## config.mk

```make
export PLATFORM = sky130hd
export DESIGN_NAME = baud_divgen
export DESIGN_NICKNAME = d
export VERILOG_FILES = /design/src/rtl/bdg_pkg.sv /design/src/rtl/bdg_divider.sv /design/src/rtl/bdg_bitdiv.sv /design/src/rtl/bdg_edge_sync.sv /design/src/rtl/baud_divgen.sv
export SDC_FILE = /design/constraint.sdc
export NUM_CORES = 1
export LEC_CHECK = 0
export ABC_AREA = 1
export BUFFER_PORTS_ARGS = -buffer_cell sky130_fd_sc_hd__clkbuf_2
export CAP_MARGIN = 20
export CORE_ASPECT_RATIO = 1.25
export CORE_MARGIN = 2
export CORE_UTILIZATION = 30
export CTS_CLUSTER_DIAMETER = 150
export DETAILED_ROUTE_END_ITERATION = 7
export GPL_ROUTABILITY_DRIVEN = 0
export HOLD_SLACK_MARGIN = 0.12
export PLACE_DENSITY = 0.42
export RECOVER_POWER = 100
export SETUP_SLACK_MARGIN = 0.05
export SYNTH_ARGS = -nofsm -noshare
export SYNTH_HDL_FRONTEND = slang
export SYNTH_SLANG_ARGS = --single-unit
```

## constraint.sdc

```tcl
create_clock -name clk -period 2.6 [get_ports clk]
set_input_delay 0.13 -clock clk [delete_from_list [all_inputs] [get_ports clk]]
set_output_delay 0.13 -clock clk [all_outputs]
set_load 0.05 [all_outputs]
```

## src/rtl/bdg_pkg.sv

```systemverilog
package bdg_pkg;
  // Join byte lanes into the divisor value (lane 0 is least significant).
  function automatic logic [15:0] bdg_join(input logic [7:0] lo, input logic [7:0] hi);
    return {hi, lo};
  endfunction

  // True when the counter sits at the last step of a period of length div.
  function automatic logic bdg_at_end(input logic [15:0] cnt, input logic [15:0] div);
    return (div != 16'd0) && (cnt == div - 16'd1);
  endfunction
endpackage

```

## src/rtl/bdg_divider.sv

```systemverilog
module bdg_divider #(
  parameter int DIV_W  = 16,
  parameter int BYTE_W = 8
) (
  input  logic             clk,
  input  logic             rst_n,
  input  logic             wr_en,
  input  logic             wr_sel,
  input  logic [BYTE_W-1:0] wr_data,
  output logic [DIV_W-1:0] div_val,
  output logic [DIV_W-1:0] cnt_val,
  output logic             stb
);
  import bdg_pkg::*;
  localparam int LANES = DIV_W / BYTE_W;

  logic [BYTE_W-1:0] lane_q [LANES];

  for (genvar g = 0; g < LANES; g++) begin : g_lane
    always_ff @(posedge clk or negedge rst_n) begin
      if (!rst_n)
        lane_q[g] <= '0;
      else if (wr_en && (int'(wr_sel) == g))
        lane_q[g] <= wr_data;
    end
  end

  assign div_val = bdg_join(lane_q[0], lane_q[LANES-1]);
  assign stb     = bdg_at_end(cnt_val, div_val);

  always_ff @(posedge clk or negedge rst_n) begin
    if (!rst_n)
      cnt_val <= '0;
    else if (wr_en || div_val == '0 || stb)
      cnt_val <= '0;
    else
      cnt_val <= cnt_val + 1'b1;
  end
endmodule

```

## src/rtl/bdg_bitdiv.sv

```systemverilog
module bdg_bitdiv #(
  parameter int OVS = 16
) (
  input  logic clk,
  input  logic rst_n,
  input  logic clr,
  input  logic tick,
  output logic bit_stb
);
  localparam int CW = (OVS > 1) ? $clog2(OVS) : 1;
  localparam logic [CW-1:0] LAST = CW'(OVS - 1);

  logic [CW-1:0] cnt_q;

  assign bit_stb = tick && (cnt_q == LAST);

  always_ff @(posedge clk or negedge rst_n) begin
    if (!rst_n)
      cnt_q <= '0;
    else if (clr)
      cnt_q <= '0;
    else if (tick)
      cnt_q <= (cnt_q == LAST) ? '0 : cnt_q + 1'b1;
  end
endmodule

```

## src/rtl/bdg_edge_sync.sv

```systemverilog
module bdg_edge_sync #(
  parameter int STAGES = 2
) (
  input  logic clk,
  input  logic rst_n,
  input  logic din,
  output logic rise
);
  logic [STAGES:0] sr_q;

  always_ff @(posedge clk or negedge rst_n) begin
    if (!rst_n)
      sr_q <= '0;
    else
      sr_q <= {sr_q[STAGES-1:0], din};
  end

  assign rise = sr_q[STAGES-1] & ~sr_q[STAGES];
endmodule

```

## src/rtl/baud_divgen.sv

```systemverilog
module baud_divgen #(
  parameter int DIV_W       = 16,
  parameter int OVS         = 16,
  parameter int SYNC_STAGES = 2
) (
  input  logic       clk,
  input  logic       rst_n,
  input  logic       wr_en,
  input  logic       wr_sel,
  input  logic [7:0] wr_data,
  input  logic       rx_int_sel,
  input  logic       rx_clk_ext,
  output logic       baud_stb,
  output logic       tx_bit_stb,
  output logic       rx_tick16,
  output logic       rx_bit_stb
);
  logic [DIV_W-1:0] div_val;
  logic [DIV_W-1:0] cnt_val;
  logic             ext_rise;
  logic             rx_clr;

  bdg_divider #(.DIV_W(DIV_W), .BYTE_W(8)) u_div (
    .clk(clk), .rst_n(rst_n), .wr_en(wr_en), .wr_sel(wr_sel),
    .wr_data(wr_data), .div_val(div_val), .cnt_val(cnt_val), .stb(baud_stb)
  );

  bdg_bitdiv #(.OVS(OVS)) u_txbit (
    .clk(clk), .rst_n(rst_n), .clr(wr_en), .tick(baud_stb), .bit_stb(tx_bit_stb)
  );

  bdg_edge_sync #(.STAGES(SYNC_STAGES)) u_sync (
    .clk(clk), .rst_n(rst_n), .din(rx_clk_ext), .rise(ext_rise)
  );

  assign rx_tick16 = rx_int_sel ? baud_stb : ext_rise;
  assign rx_clr    = rx_int_sel & wr_en;

  bdg_bitdiv #(.OVS(OVS)) u_rxbit (
    .clk(clk), .rst_n(rst_n), .clr(rx_clr), .tick(rx_tick16), .bit_stb(rx_bit_stb)
  );
endmodule

```

==> results of run 1 <==
## logic make-up (layout without fill, tap and decap cells)
kind of cell,Yosys count,in the layout,synth area share [%]
buf+inv,57,100,8.59
fa+ha+maj,5,5,2.28
simple gates,212,212,37.0
flops,43,43,39.3
compound gates,33,33,6.30
xor+xnor,19,19,6.58
## final cells by class
cell class | count | area [sq um] | area share, %
Multi-Input combinational cell | 269 | 1450 | 43.5
Sequential cell | 43 | 1080 | 32.6
Timing Repair Buffer | 39 | 280 | 8.44
Inverter | 53 | 204 | 6.14
Tap cell | 123 | 154 | 4.63
Clock buffer | 6 | 139 | 4.18
Clock inverter | 2 | 16.3 | 0.490
## synthesized netlist by cell type (2+ instances only)
cell type | count | share of area (%)
inv_1 | 50 | 6.9
nor2_1 | 30 | 4.1
nand3b_1 | 4 | 1.1
dfrtp_1 | 43 | 39
nand2_1 | 106 | 15
xor2_1 | 13 | 4.2
inv_2 | 2 | 0.27
nand2_2 | 4 | 0.91
o21ai_0 | 27 | 4.9
nand4_1 | 8 | 1.8
nor2_4 | 4 | 1.6
ha_1 | 5 | 2.3
a21oi_1 | 3 | 0.55
clkbuf_1 | 3 | 0.41
nor4_1 | 2 | 0.46
nor2_2 | 21 | 4.8
nand2_4 | 4 | 1.6
nand3_1 | 25 | 4.6
xnor2_1 | 5 | 1.6
## layer usage
layer,vias up,global-route usage [%],part of all wire (%)
li1,1233,-,-
met1,1086,18.7,45
met2,22,25.5,52
met4,0,5.07,1.4
met3,4,2.23,1.4
met5,-,0,0
## stage by stage
step	std cells	utilization (%)	setup WS (ps)	hold slack [ps]	cell area, sq um
final	535	36.8	210	125	3320
after global routing	535	36.8	23.6	142	3320
after CTS	526	35.9	60.9	128	3240
after detailed placement	507	32.9	229	244	2970
after global placement	507	32.9	275	239	2970
after floorplan	369	-	173	-166	2750
## registers in the layout, summed over array words and instances, names as in the netlist
signal and flops:
u_txbit.cnt_q 4, u_div.cnt_val 16, u_sync.sr_q 3, u_rxbit.cnt_q 4, u_div.div_val 16
## power by group through the flow
stage | clock network [W] | logic [W] | registers [W]
floorplan | 0 | 0.000255 | 0.000773
global placement | 0 | 0.000333 | 0.000797
detailed placement | 0 | 0.000333 | 0.000797
CTS | 0.000680 | 0.000355 | 0.000783
global route | 0.000701 | 0.000445 | 0.000792
finish | 0.000656 | 0.000378 | 0.000784
## critical path: stages (launching register included)
cell     delay, ps
dfrtp_1        340
inv_1           90
ha_4           280
inv_1           30
nand2_1         40
nand2_1         50
nor2_1          90
nand2_1         70
nor2_1          80
nand2_1         50
nor2_1          80
nand2_1         60
nor2_2         140
nand2_4         90
nand2_4         90
nand2_4         70
nor2_2         160
buf_8          150
## repair_timing
item                                   in CTS  in global routing
pin swaps                                   0                  6
setup endpoints to repair                   3                  4
setup buffers                               2                  9
endpoints found under the hold margin      57                  0
hold buffers                                9                  0
resized for setup                           5                 21
## worst paths after layout
kind                                           endpoint  slack, ps  cells past startpoint
setup / recovery                             rx_bit_stb        210                     17
hold / removal             u_div.div_val[4]$_DFFE_PN0P_        120                      3
setup reg to reg            u_div.cnt_val[14]$_DFF_PN0_        300                     17
hold reg to reg                u_sync.sr_q[1]$_DFF_PN0_        350                      0
max in group asynchronous  u_div.div_val[5]$_DFFE_PN0P_       1190                      3
min in group asynchronous      u_sync.sr_q[2]$_DFF_PN0_        660                      3
==> metrics.md, run 1 <==
| Metric | Value |
|---|---|
| Commonest non-fill, non-tap cell in the layout | `nand2_1` |
| Max-Cap Viols | `0` |
| Initial cell density of the core | `between 30% and 40%` |
| Worst slew margin | `a little over a quarter` |
| Largest net degree at the start of global routing | `44` |
| RSZ-0062 raised after global routing | `true` |
| Ys flop type | `dfrtp_1` |
| Final slew viol count | `0` |
| H-tree depth | `2` |
| Nets | `430` |
| Clock root buffer | `clkbuf_16` |
| Total congestion overflow | `0` |
| Mapped Cells | `around 370` |
| Endpoints failing setup | `0` |
| Clock Power Share | `around 36%` |
| Layout area overhead | `21.2%` |
| Average wire per standard cell | `12.2 um` |
| Pleak | `1.63 nW` |
| Comb pwr share | `20.8%` |
| Power Dens Cells | `547 nW/um^2` |
| Final period util | `approximately 92%` |
| Hold Startpoint | `wr_data[4]` |
| Startpoint Class | `register` |
| Cell Rows | `39` |
| CTS tree | `done` |
| CP endpoint kind | `output pin` |
| Worst slew pin tran | `roughly 1100 ps` |
| Die width | `between 80 and 90 um` |
| Number of synthesized flops with an enable pin | `0` |
| IO buf count | `17` |
| Switching share of total power | `a little under a third` |
| Antenna diode count | `0` |
| Async set or reset register ratio after synthesis | `100%` |
| Detailed placer's ending HPWL | `~5000 um` |
| Routed Antenna Nets | `0` |
| WL final | `6500 um` |
| Synth Register Bits | `43` |
| Total CTS buffers | `5` |
| Setup Total Neg Slack | `0 ps` |
| First-pass GRT wire length | `between 10000 and 15000 um` |
| DRC viols | `0` |
| Vias/cell | `between 4 and 5` |
| Crit path from | `u_div.div_val[1]$_DFFE_PN0P_` |
| Seq pwr share | `a little over two fifths` |
| Most frequent cells in the layout | `106 x nand2_1, 49 x inv_1, 38 x dfrtp_1, 29 x nor2_1, 27 x o21ai_0` |
| Number of warnings issued by yosys | `0` |
| Layout fillers | `between 900 and 1000` |
| Critical Path RT | `2470 ps` |
| Reg-to-Reg Start | `u_div.div_val[1]$_DFFE_PN0P_` |
| HP Class | `in2reg` |
| Status | `finished, final reports clean` |
| Max VDD drop | `approximately 0.00025 V` |
| Switching power | `about 0.00056 W` |
| Worst-path fanout max | `6` |
| Iter 0 DRT Violations | `69` |
| Via count | `roughly 2300` |
| Worst Path Arrival | `between 2000 and 2500 ps` |
| 1st-pass router iterations | `4` |
| Clk_skew | `between 4 and 5 ps` |
| Area of the mapped netlist | `2740 sq um` |
| Synthesized Nets | `388` |
| Power, Total | `between 0.0015 and 0.002 W` |
| Io pins | `18` |
| Crit path time final | `between 2000 and 2500 ps` |
| Sequential area share after synthesis | `39.3%` |
| Worst-case clock buffer depth | `2` |
| Power Internal | `around 0.0013 W` |
| Die Height | `around 110 um` |
| Vias in the first global route | `around 2400` |
| CTS clk-pin slew, worst paths | `60 ps` |
| Total number of clock tree sinks | `43` |
| Max Clock Freq | `418 MHz` |
| Fraction of layout cells with a size suffix above 1 | `between 20% and 30%` |
| Die area | `9910 sq um` |
| Worst skew pair latency | `about 290 ps` |
| Number of library cell types mapped by synthesis | `29` |
| GRT Resource Usage Total | `14.9%` |
| Core footprint | `9030 sq um` |
| Mean area per synthesized cell | `7.42 sq um` |
| Critical path class | `reg2out` |
| Initial antenna violation count | `0` |
| Final hold viol count | `0` |
Note: power is estimated with default switching activity, not from simulation.
==> run 2: changes to the inputs <==
Settings changed: PLACE_DENSITY 0.42 to 0.43.
==> metrics.md, run 2 (same netlist as run 1, synthesis figures left out) <==
| Metric | Value |
|---|---|
| Critical Path RT | `roughly 2500 ps` |
| Initial cell density of the core | `30.3%` |
| Worst slew pin tran | `1130 ps` |
| Fraction of layout cells with a size suffix above 1 | `18.5%` |
| Vias/cell | `between 4 and 5` |
| GRT Resource Usage Total | `between 10 and 15%` |
| DRC viols | `0` |
| 1st-pass router iterations | `7` |
| Worst slew margin | `about a quarter` |
| Final period util | `93.8%` |
| Cell Rows | `39` |
| Pleak | `~1.6 nW` |
| Total number of clock tree sinks | `43` |
| Layout area overhead | `20.5%` |
| IO buf count | `17` |
| Critical path class | `reg2out` |
| Vias in the first global route | `approximately 2300` |
| Endpoints failing setup | `0` |
| Detailed placer's ending HPWL | `between 5000 and 6000 um` |
| HP Class | `in2reg` |
| Cell Area, Placed | `slightly below 3000 sq um` |
| H-tree depth | `2` |
| CP endpoint kind | `output pin` |
| Final non-filler cell area | `3300 sq um` |
| Die width | `slightly below 90 um` |
| Worst-case clock buffer depth | `2` |
| Total congestion overflow | `0` |
| Power Dens Cells | `535 nW/um^2` |
| Commonest non-fill, non-tap cell in the layout | `nand2_1` |
| Switching power | `approximately 0.00056 W` |
| Max Clock Freq | `roughly 410 MHz` |
| Nets | `about 420` |
| Initial antenna violation count | `0` |
| Power Internal | `between 0.001 and 0.0015 W` |
| Io pins | `18` |
| Routed Antenna Nets | `0` |
| Final hold viol count | `0` |
| Final setup margin | `approximately 160 ps` |
| Status | `finished, final reports clean` |
| Final slew viol count | `0` |
| Iter 0 DRT Violations | `between 100 and 150` |
| Average wire per standard cell | `12.8 um` |
| Clock root buffer | `clkbuf_16` |
| Pre-CTS setup slack | `roughly 190 ps` |
| Max-Cap Viols | `0` |
| Worst skew pair latency | `290 ps` |
| Worst-path fanout max | `6` |
| First-pass GRT wire length | `approximately 11000 um` |
| Max VDD drop | `around 0.00023 V` |
| WL final | `a little under 7000 um` |
| Clock Power Share | `about a third` |
| Via count | `about 2300` |
| Core footprint | `roughly 9000 sq um` |
| CTS clk-pin slew, worst paths | `around 60 ps` |
| Most frequent cells in the layout | `106 x nand2_1, 47 x inv_1, 43 x dfrtp_1, 28 x nor2_1, 27 x o21ai_0` |
| CTS tree | `done` |
| Switching share of total power | `a little under a third` |
| Power, Total | `about 0.0018 W` |
| Seq pwr share | `between 40% and 50%` |
| Clk_skew | `5.69 ps` |
| Startpoint Class | `register` |
| Crit path time final | `roughly 2400 ps` |
| Largest net degree at the start of global routing | `44` |
| Comb pwr share | `between 20% and 30%` |
| Die area | `around 9900 sq um` |
| Total CTS buffers | `5` |
| Worst Path Arrival | `2310 ps` |
| Die Height | `between 100 and 150 um` |
| Antenna diode count | `0` |
| RSZ-0062 raised after global routing | `true` |
## run 2: power by group through the flow
stage	sequential (W)	combinational, W	clock, W
global placement	0.000802	0.000328	0
floorplan	0.000773	0.000255	0
detailed placement	0.000801	0.000329	0
CTS	0.000789	0.000355	0.000643
global route	0.000795	0.000414	0.000676
finish	0.000788	0.000357	0.000621
## run 2: area by class of cell
type / instances / area (sq um)
sequential: 43 / 1080
inverter: 53 / 204
multi-input combinational: 269 / 1480
tap: 123 / 154
timing repair buffer: 33 / 249
fill: 961 / 5730
clock inverter: 2 / 12.5
clock buffer: 6 / 129
## run 2: metrics by stage
step / util [%] / std cells / hold WS [ps] / setup TNS (ps)
finish: 36.5 / 529 / 121 / 0
global route: 36.5 / 529 / 129 / -90.7
CTS: 36.1 / 526 / 123 / 0
detailed placement: 32.8 / 506 / 240 / 0
global placement: 32.8 / 506 / 238 / 0
floorplan: - / 369 / -166 / 0
## run 2: worst paths after layout
check / startpoint / endpoint / slack (ps) / cells after the start
min reg2reg: u_sync.sr_q[0]$_DFF_PN0_ / u_sync.sr_q[1]$_DFF_PN0_ / 350 / 0
min: wr_data[0] / u_div.div_val[8]$_DFFE_PN0P_ / 120 / 3
min in group asynchronous: rst_n / u_rxbit.cnt_q[3]$_DFFE_PN0P_ / 670 / 3
max: u_div.div_val[2]$_DFFE_PN0P_ / rx_bit_stb / 160 / 14
max reg2reg: u_div.div_val[2]$_DFFE_PN0P_ / u_div.cnt_val[14]$_DFF_PN0_ / 280 / 16
max in group asynchronous: rst_n / u_div.cnt_val[10]$_DFF_PN0_ / 1230 / 3
## run 2: timing repair
item	4_1_cts	5_1_grt
hold endpoints to repair	58	0
pin swaps	4	9
hold buffers	9	0
setup endpoints to repair	3	4
resized for setup	12	10
buffers inserted	3	3
## run 2: routing by layer
layer	global-route usage [%]	vias to the layer above	wire [um]
met4	5.67	0	143
met2	25.9	31	3570
met5	0	-	0
met3	2.53	8	153
met1	18.1	1059	2890
li1	-	1225	-
## run 2: worst max-delay path: stages (launching register included)
cell     delay (ps)
dfrtp_1         450
nor2_2          160
nand2_1         150
nor2_4          230
nand2_1          70
nand2_1          60
nand2_1          60
nor2_1          120
nand2_1          80
nor2_2          130
nand2_4         100
nand2_4          80
nand2_4          70
nor2_4          120
buf_8           150
==> run 3: changes to the inputs <==
Settings changed: ABC_AREA 1 to not set.
==> metrics.md, run 3 <==
| Metric | Value |
|---|---|
| Worst slew margin | `-15.1%` |
| Clock root buffer | `clkbuf_8` |
| Power Dens Cells | `about 510 nW/um^2` |
| HP Class | `in2reg` |
| Critical path class | `reg2out` |
| Core footprint | `8290 sq um` |
| Reg-to-Reg Start | `u_div.div_val[0]$_DFFE_PN0P_` |
| Final setup margin | `-412 ps` |
| Sequential area share after synthesis | `about two fifths` |
| Critical Path RT | `approximately 2500 ps` |
| Ranking of synthesized cells by instance count | `43 x dfrtp_1, 32 x nor2_1, 18 x xnor2_1` |
| H-tree depth | `2` |
| Antenna diode count | `0` |
| RSZ-0062 raised after global routing | `true` |
| Number of synthesized flops with an enable pin | `0` |
| Worst skew pair latency | `300 ps` |
| Synthesized Nets | `288` |
| Iter 0 DRT Violations | `80` |
| Initial cell density of the core | `around 31%` |
| Nets | `around 380` |
| First-pass GRT wire length | `around 12000 um` |
| Io pins | `18` |
| Fin cells | `about 450` |
| Fraction of layout cells with a size suffix above 1 | `a little over a third` |
| Pre-CTS setup slack | `-359 ps` |
| Largest cells by area after synthesis | `dfrtp_1 42%, mux2_2 6.1%, xnor2_1 6.1%` |
| Startpoint Class | `register` |
| Die width | `87.0 um` |
| Endpoints failing setup | `28` |
| Worst-path fanout max | `4` |
| Reg2reg setup slack | `-390 ps` |
| Hold endpoint | `u_rxbit.cnt_q[1]$_DFFE_PN0P_` |
| Most frequent cells in the layout | `54 x buf_4, 43 x dfrtp_1, 30 x nor2_1, 17 x xnor2_1, 14 x mux2_2` |
| WHS | `between 200 and 250 ps` |
| DRC viols | `0` |
| Cell Area, Placed | `between 3000 and 4000 sq um` |
| Initial antenna violation count | `0` |
| Max VDD drop | `just over 0.0003 V` |
| Async set or reset register ratio after synthesis | `100%` |
| Number of warnings issued by yosys | `0` |
| 1st-pass router iterations | `6` |
| Worst Hold Depth | `2` |
| Ys flop type | `dfrtp_1` |
| Die Height | `108 um` |
| Vias/cell | `approximately 5.1` |
| Total congestion overflow | `0` |
| Crit path time final | `~3000 ps` |
| Area of the mapped netlist | `2590 sq um` |
| Final slew viol count | `31` |
| Total number of clock tree sinks | `between 40 and 50` |
| Commonest non-fill, non-tap cell in the layout | `buf_4` |
| Routed Antenna Nets | `0` |
| Via count | `about 2300` |
| Vias in the first global route | `about 2300` |
| Layout area overhead | `43.2%` |
| R2R cell count | `13` |
| CTS clk-pin slew, worst paths | `~90 ps` |
| Yosys top cell by area | `dfrtp_1` |
| Worst slew pin tran | `1730 ps` |
| Final period util | `116%` |
| Pleak | `between 1.5 and 2 nW` |
| IO buf count | `17` |
| Total CTS buffers | `5` |
| Average wire per standard cell | `around 16 um` |
| Worst r2r dst | `u_div.cnt_val[2]$_DFF_PN0_` |
| Violated checks | `capacitance limit, slew limit, setup timing` |
| Hold Startpoint | `rx_int_sel` |
| Largest net degree at the start of global routing | `31` |
| GRT Resource Usage Total | `between 10% and 20%` |
| Max-Cap Viols | `1` |
| Status | `finished, violations left` |
| Clk_skew | `9.13 ps` |
| Cell Rows | `37` |
| Final non-filler cell area | `approximately 3700 sq um` |
| Yosys top cell area share | `41.6%` |
| Die area | `~9400 sq um` |
| Mapped Cells | `roughly 270` |
| Placed Cells | `425` |
| Final hold viol count | `0` |
| Synth Register Bits | `43` |
| Detailed placer's ending HPWL | `between 5000 and 6000 um` |
| WL final | `around 7100 um` |
| Setup Total Neg Slack | `-9520 ps` |
| CTS tree | `done` |
| Cell with the most instances after synthesis | `dfrtp_1` |
| Mean area per synthesized cell | `about 9.6 sq um` |
| Worst Path Arrival | `between 2000 and 3000 ps` |
| Max Clock Freq | `between 300 and 400 MHz` |
| Worst-case clock buffer depth | `2` |
| CP endpoint kind | `output pin` |
| Number of library cell types mapped by synthesis | `50` |
==> run 3: changes by cell type after synthesis, moves of 5 or more <==
cell      delta
nand2_1     -92
inv_1       -41
nor2_2      -20
o21ai_0     -20
mux2_2      +14
nand3_1     -14
xnor2_1     +13
nor3_1       +9
o211ai_1     +8
a21oi_1      +7
nand2b_1     +5
or4_1        +5
==> run 3: worst max path at each step <==
| stage | from | to | slack (ps) | cells past startpoint |
|---|---|---|---|---|
| floorplan | u_div.div_val[0]$_DFFE_PN0P_ | tx_bit_stb | -470 | 10 |
| global placement | u_div.div_val[0]$_DFFE_PN0P_ | u_txbit.cnt_q[3]$_DFFE_PN0P_ | -350 | 9 |
| detailed placement | u_div.div_val[0]$_DFFE_PN0P_ | u_txbit.cnt_q[3]$_DFFE_PN0P_ | -360 | 9 |
| CTS | u_div.div_val[0]$_DFFE_PN0P_ | tx_bit_stb | -460 | 10 |
| global route | u_div.div_val[0]$_DFFE_PN0P_ | tx_bit_stb | -520 | 10 |
| finish | u_div.div_val[0]$_DFFE_PN0P_ | tx_bit_stb | -410 | 10 |
==> run 3: cell type report <==
type                    instances  area (sq um)
well taps                      97           121
multi-input cells             209          1620
clock buffers                   5          68.8
fillers                       820          4580
inverters                       9          33.8
clock inverters                 3          67.6
flip-flops and latches         43          1080
repair buffers                 88           718
==> run 3: repair_timing <==
| action | CTS | global route |
|---|---|---|
| resized for setup | 24 | 16 |
| pin swaps | 4 | 6 |
| buffers inserted | 4 | 7 |
| setup endpoints to repair | 28 | 28 |
| hold buffers | 10 | 0 |
| hold endpoints to repair | 45 | 0 |
==> run 3: metal layers <==
metal | GRT usage [%] | vias to the layer above | part of all wire (%)
met5 | 0 | - | 0
met4 | 5.02 | 0 | 1.2
met3 | 2.07 | 6 | 1.6
met2 | 29.1 | 22 | 54
met1 | 19.8 | 1128 | 43
li1 | - | 1149 | -
==> run 3: kinds of logic (layout without fill, tap and decap cells) <==
group           count (synthesis)  count (layout)  share of synthesized area, %
buf+inv                        17             105                          2.85
simple gates                  110             110                          23.0
mux                            15              15                          6.48
flops                          43              43                          41.6
compound gates                 48              48                          13.2
xor+xnor                       31              31                          10.5
fa+ha+maj                       5               5                          2.42
==> run 3: through the flow <==
stage | utilization [%] | total power (W)
2_1_floorplan | - | 0.00100
6_report | 44.7 | 0.00187
3_5_place_dp | 38.6 | 0.00120
4_1_cts | 43.2 | 0.00188
5_1_grt | 44.7 | 0.00198
3_3_place_gp | 38.6 | 0.00120
==> run 3: report_power, final <==
group | internal, W | switching (W)
logic | 0.000246 | 0.000230
registers | 0.000717 | 0.0000412
clock network | 0.000383 | 0.000256
total | 0.00135 | 0.000528
==> run 3: critical path, cell delays in order, from the launching register on <==
cell and delay [ps]:
dfrtp_1 400, inv_2 90, ha_4 130, or4b_4 510, nor2_4 160, xnor2_2 80, a2111o_1 390, or3_4 360
nor2_4 100, and4_4 220, clkbuf_16 160
